### src/rtl/simt_mask_pkg.sv
package simt_mask_pkg;
  typedef enum logic [1:0] {
    OP_NONE = 2'd0,
    OP_PUSH = 2'd1,
    OP_COMP = 2'd2,
    OP_POP  = 2'd3
  } mask_op_e;
endpackage

### src/rtl/simt_op_arbiter.sv
// Picks one strobe by priority and refuses it when the LIFO bound forbids it.
module simt_op_arbiter
  import simt_mask_pkg::*;
(
  input  logic     push_i,
  input  logic     comp_i,
  input  logic     pop_i,
  input  logic     full_i,
  input  logic     empty_i,
  output mask_op_e op_o,
  output logic     ovf_o,
  output logic     unf_o
);
  always_comb begin
    op_o  = OP_NONE;
    ovf_o = 1'b0;
    unf_o = 1'b0;
    if (push_i) begin
      if (full_i) ovf_o = 1'b1;
      else        op_o  = OP_PUSH;
    end else if (comp_i) begin
      if (empty_i) unf_o = 1'b1;
      else         op_o  = OP_COMP;
    end else if (pop_i) begin
      if (empty_i) unf_o = 1'b1;
      else         op_o  = OP_POP;
    end
  end
endmodule

### src/rtl/simt_mask_ram.sv
// Saved-mask storage: one write port, asynchronous read of the top entry.
module simt_mask_ram #(
  parameter int LANES = 32,
  parameter int DEPTH = 8,
  localparam int AW = (DEPTH > 1) ? $clog2(DEPTH) : 1
) (
  input  logic             clk,
  input  logic             we_i,
  input  logic [AW-1:0]    waddr_i,
  input  logic [LANES-1:0] wdata_i,
  input  logic [AW-1:0]    raddr_i,
  output logic [LANES-1:0] rdata_o
);
  logic [LANES-1:0] mem [DEPTH];

  always_ff @(posedge clk) begin
    if (we_i) mem[waddr_i] <= wdata_i;
  end

  assign rdata_o = mem[raddr_i];
endmodule

### src/rtl/simt_mask_next.sv
// Per-lane next-mask selection for each accepted operation.
module simt_mask_next
  import simt_mask_pkg::*;
#(
  parameter int LANES = 32
) (
  input  mask_op_e         op_i,
  input  logic [LANES-1:0] cur_i,
  input  logic [LANES-1:0] top_i,
  input  logic [LANES-1:0] pred_i,
  output logic [LANES-1:0] nxt_o,
  output logic             none_o
);
  for (genvar g = 0; g < LANES; g++) begin : g_lane
    assign nxt_o[g] = (op_i == OP_PUSH) ? (cur_i[g] & pred_i[g]) :
                      (op_i == OP_COMP) ? (top_i[g] & ~cur_i[g]) :
                      (op_i == OP_POP)  ? top_i[g] :
                                          cur_i[g];
  end

  assign none_o = ~|nxt_o;
endmodule

### src/rtl/simt_mask_stack.sv
module simt_mask_stack
  import simt_mask_pkg::*;
#(
  parameter int LANES = 32,
  parameter int DEPTH = 8
) (
  input  logic             clk,
  input  logic             rst,
  input  logic             push_i,
  input  logic             comp_i,
  input  logic             pop_i,
  input  logic [LANES-1:0] pred_i,
  output logic [LANES-1:0] mask_o,
  output logic             none_active_o,
  output logic             overflow_o,
  output logic             underflow_o
);
  localparam int AW = (DEPTH > 1) ? $clog2(DEPTH) : 1;
  localparam int CW = $clog2(DEPTH + 1);
  localparam logic [CW-1:0] FULL_CNT = CW'(DEPTH);

  logic [CW-1:0]    sp_q;
  logic [CW-1:0]    top_idx;
  logic [LANES-1:0] mask_q;
  logic [LANES-1:0] top_mask;
  logic [LANES-1:0] nxt_mask;
  logic             nxt_none;
  logic             none_q, ovf_q, unf_q;
  logic             full, empty, ovf, unf;
  mask_op_e         op;

  assign full    = (sp_q == FULL_CNT);
  assign empty   = (sp_q == '0);
  assign top_idx = sp_q - 1'b1;

  simt_op_arbiter u_arb (
    .push_i (push_i),
    .comp_i (comp_i),
    .pop_i  (pop_i),
    .full_i (full),
    .empty_i(empty),
    .op_o   (op),
    .ovf_o  (ovf),
    .unf_o  (unf)
  );

  simt_mask_ram #(.LANES(LANES), .DEPTH(DEPTH)) u_ram (
    .clk    (clk),
    .we_i   (op == OP_PUSH),
    .waddr_i(sp_q[AW-1:0]),
    .wdata_i(mask_q),
    .raddr_i(top_idx[AW-1:0]),
    .rdata_o(top_mask)
  );

  simt_mask_next #(.LANES(LANES)) u_next (
    .op_i  (op),
    .cur_i (mask_q),
    .top_i (top_mask),
    .pred_i(pred_i),
    .nxt_o (nxt_mask),
    .none_o(nxt_none)
  );

  always_ff @(posedge clk) begin
    if (rst) begin
      mask_q <= '1;
      sp_q   <= '0;
      none_q <= 1'b0;
      ovf_q  <= 1'b0;
      unf_q  <= 1'b0;
    end else begin
      mask_q <= nxt_mask;
      none_q <= nxt_none;
      ovf_q  <= ovf;
      unf_q  <= unf;
      case (op)
        OP_PUSH: sp_q <= sp_q + 1'b1;
        OP_POP:  sp_q <= sp_q - 1'b1;
        default: sp_q <= sp_q;
      endcase
    end
  end

  assign mask_o        = mask_q;
  assign none_active_o = none_q;
  assign overflow_o    = ovf_q;
  assign underflow_o   = unf_q;
endmodule

### config.mk
export PLATFORM = sky130hd
export DESIGN_NAME = simt_mask_stack
export DESIGN_NICKNAME = d
export VERILOG_FILES = /design/src/rtl/simt_mask_pkg.sv /design/src/rtl/simt_op_arbiter.sv /design/src/rtl/simt_mask_ram.sv /design/src/rtl/simt_mask_next.sv /design/src/rtl/simt_mask_stack.sv
export SDC_FILE = /design/constraint.sdc
export NUM_CORES = 1
export LEC_CHECK = 0
export BUFFER_PORTS_ARGS = -buffer_cell sky130_fd_sc_hd__clkbuf_2
export CAP_MARGIN = 20
export CORE_MARGIN = 2
export CORE_UTILIZATION = 57
export CTS_CLUSTER_DIAMETER = 120
export DETAILED_ROUTE_END_ITERATION = 8
export PLACE_DENSITY_LB_ADDON = 0.05
export REMOVE_ABC_BUFFERS = 1
export SYNTH_ARGS = -nofsm -noshare
export SYNTH_HDL_FRONTEND = slang
export SYNTH_HIERARCHICAL = 1
export SYNTH_SLANG_ARGS = --single-unit
### constraint.sdc
create_clock -name clk -period 5.37 [get_ports clk]
set_clock_uncertainty 0.1 [all_clocks]
set_input_delay 1.074 -clock clk [delete_from_list [all_inputs] [get_ports clk]]
set_output_delay 1.074 -clock clk [all_outputs]
set_load 0.02 [all_outputs]
==> impl_results.md <==
- Async SR Flop Fraction: 0%
- Clk network pwr share: 33.9%
- Finished Layout Cells: 1,065
- CORE AREA: 21,000 um2
- Die area: 22,500 um2
- Max Clk Rate: 0.228 GHz
- Register-to-register setup slack: 980 ps
- H-tree Lvls: 1
- Worst Setup End Kind: flip-flop
- Number of port buffers: between 70 and 80
- CP Class: reg -> reg
- Final WL: 24,700 um
- # hold bufs at CTS: 0
- Iter 0 DRT Violations: about 500
- Most frequent cell after synthesis: edfxtp_1
- Share of power burned in registers: 47.9%
- Worst Hold Class: reg -> reg
- Hold Fails Final Rpt: 0
- Clock transition at path regs: 60 ps
- CTS root buf: clkbuf_16
- Crit Path Max Fanout: 32
- Critical Path End: none_active_o$_SDFF_PP0_
- R2R depth: 13
- Peak VDD IR: 0.304 mV
- CP arrival: 4750 ps
- Ys Warns: 6
- CTS buffer count: 30
- # nets final: 806
- RePlAce Congestion: 0.829
- Gr usage total: 22.6%
- Vias: 6,317
- Cell Count Post-Placement: 1,010
- Initial antenna violation count: 0
- Ant diodes: 0
- Synth Flop Type: edfxtp_1
- Sw Share: between 20% and 30%
- Period minus WS final: 4390 ps
- Die Y: ~150 um
- Dominant cell type by area after synthesis: edfxtp_1
- Die Wd: roughly 150 um
- Logic pwr share: 18.2%
- Seq cells post-synth: ~300
- Pwr Total: 6000 uW
- Vias in the first global route: 6,622
- Critical R2R Capture: none_active_o$_SDFF_PP0_
- Distinct cells, synth: 38
- Sw power: 1540 uW
- Fraction of layout instances using a drive strength above 1: 30.1%
- Longest Clk Path Bufs: 3
- Synth cell count leaders: 256 x edfxtp_1, 56 x nor2b_1, 40 x mux4_1, 39 x dfxtp_1, 38 x inv_1
- Max cap viols: 0
- Number of flops mapped to enable cells by yosys: approximately 260
- Final Hold Slack: 487 ps
- Area grow syn2layout: 13.9%
- Sequential fraction of the synthesis area: 69.6%
- CTS tree: built
- Syn Inst Count: 679
- End-of-flow core utilization: 66.1%
- Final setup fails: 0
- CP required: about 5700 ps
- Internal power: 4460 uW
- Largest net degree at the start of global routing: 43
- Slew Limit Fails: 0
- Worst slew pin tran: approximately 970 ps
- Mean Syn Cell Area: 17.9 um2
- Worst Setup SP: sp_q[0]$_SDFFE_PP0P_
- Sum Neg Setup Slack: 0 ps
- Residual DRC: 0
- Post_cts resized: 0
- Status: finished clean
- I/O Pins: 72
- Sink Count: 295
- Leak pwr: between 0.004 and 0.005 uW
- Total grt overflow: 0
- Vias/cell: between 5 and 6
- Routed WL per cell: between 20 and 25 um
- Global-route wire length before repair: 37,800 um
- Starting Density: between 50% and 60%
- Pwr per Cell Area: 433 nW/um2
- Synthesized area: about 12,000 um2
- Slew margin rel.: 35.2%
- Postcts setup bufs: 0
- DP HPWL: 14,300 um
- Yosys top cell area share: 63.2%
- Post-route ant nets: 0
- Tcrit/Tclk final: between 80 and 90%
- Startpoint types: flip-flop
- RSZ-0062 raised after global routing: no
- DR pass1 iterations: 5
- Rows: 53
- Reg2reg start: sp_q[0]$_SDFFE_PP0P_
- Worst-Skew Late Latency: ~540 ps
- Synth area leaders: edfxtp_1 63%, mux4_1 8.6%, dfxtp_1 6.4%, mux4_2 4.4%, mux2_2 3.0%
-- registers in the layout, summed over array words and instances (netlist names) --
name / count
u_ram/mem: 256
mask_o: 32
sp_q: 4
overflow_o: 1
underflow_o: 1
none_active_o: 1
-- routing by layer --
layer | part of all wire (%) | GRT usage (%) | routed length [um]
met1 | 44 | 32.2 | 10800
met3 | 4.5 | 2.70 | 1120
met2 | 50 | 37.7 | 12300
met4 | 1.9 | 5.85 | 464
met5 | 0 | 0 | 0
-- cell usage in the layout (no fill, tap or decap), types with 4 or more instances in the layout --
cell / count
mux4_2: 24
mux4_1: 40
inv_1: 37
nand2_1: 34
nor2b_1: 56
nor4_1: 8
edfxtp_1: 256
buf_4: 20
clkinv_2: 4
clkbuf_1: 8
nor2_4: 7
clkbuf_16: 31
clkbuf_8: 5
nor2_1: 7
dfxtp_1: 39
mux2_2: 32
o32ai_1: 32
and2b_1: 11
or2_2: 32
clkbuf_2: 71
-- cell families after synthesis --
| kind of cell | Yosys count | share of synthesized area, % |
|---|---|---|
| AOI/OAI and AO/OA | 38 | 2.64 |
| xor gates and xnor gates | 3 | 0.216 |
| adders and majority gates | 2 | 0.206 |
| buffers and inverters | 74 | 3.21 |
| DFF | 295 | 69.6 |
| muxes | 98 | 16.2 |
| and+or+nand+nor | 169 | 7.91 |
-- critical path: stages, from the launching register on --
cell and delay, ps:
dfxtp_1 550, clkinv_2 110, ha_1 300, xor2_4 590, buf_12 300, buf_4 300
mux4_2 340, mux2_2 280, nand2_1 90, o32ai_1 90, nor4_1 700, nand4_1 270
nor2_1 130, nor2b_1 130
-- metrics by stage --
stage / area (um2) / worst slack [ps]
6_report: 13900 / 982
3_3_place_gp: 12900 / 1020
3_5_place_dp: 12900 / 952
2_1_floorplan: 11900 / -1600
4_1_cts: 13900 / 927
5_1_grt: 13900 / 723
-- cell type report --
| class | count | area (um2) |
|---|---|---|
| timing repair buffer | 92 | 526 |
| sequential | 295 | 8470 |
| inverter | 38 | 144 |
| multi-input combinational | 310 | 3390 |
| clock inverter | 11 | 110 |
| clock buffer | 44 | 875 |
| fill | 1463 | 7100 |
| tap | 275 | 344 |
-- power by group through the flow --
| stage | logic, uW | clock network [uW] | registers, uW |
|---|---|---|---|
| 2_1_floorplan | 745 | 0 | 2930 |
| 6_report | 1090 | 2030 | 2870 |
| 3_3_place_gp | 1080 | 0 | 2900 |
| 4_1_cts | 1110 | 2070 | 2880 |
| 5_1_grt | 1180 | 2160 | 2900 |
| 3_5_place_dp | 1100 | 0 | 2920 |
-- worst min-delay path by stage --
stage	startpoint	endpoint	slack (ps)	cells after the start
after floorplan	sp_q[2]$_SDFFE_PP0P_	sp_q[2]$_SDFFE_PP0P_	420	2
after global placement	sp_q[3]$_SDFFE_PP0P_	sp_q[3]$_SDFFE_PP0P_	440	2
after detailed placement	sp_q[3]$_SDFFE_PP0P_	sp_q[3]$_SDFFE_PP0P_	460	2
after CTS	sp_q[3]$_SDFFE_PP0P_	sp_q[3]$_SDFFE_PP0P_	480	2
after global routing	mask_o[16]$_SDFF_PP1_	u_ram/mem[7][16]$_DFFE_PP_	520	0
final	sp_q[3]$_SDFFE_PP0P_	sp_q[3]$_SDFFE_PP0P_	490	2
(Power assumes the default switching activity.)
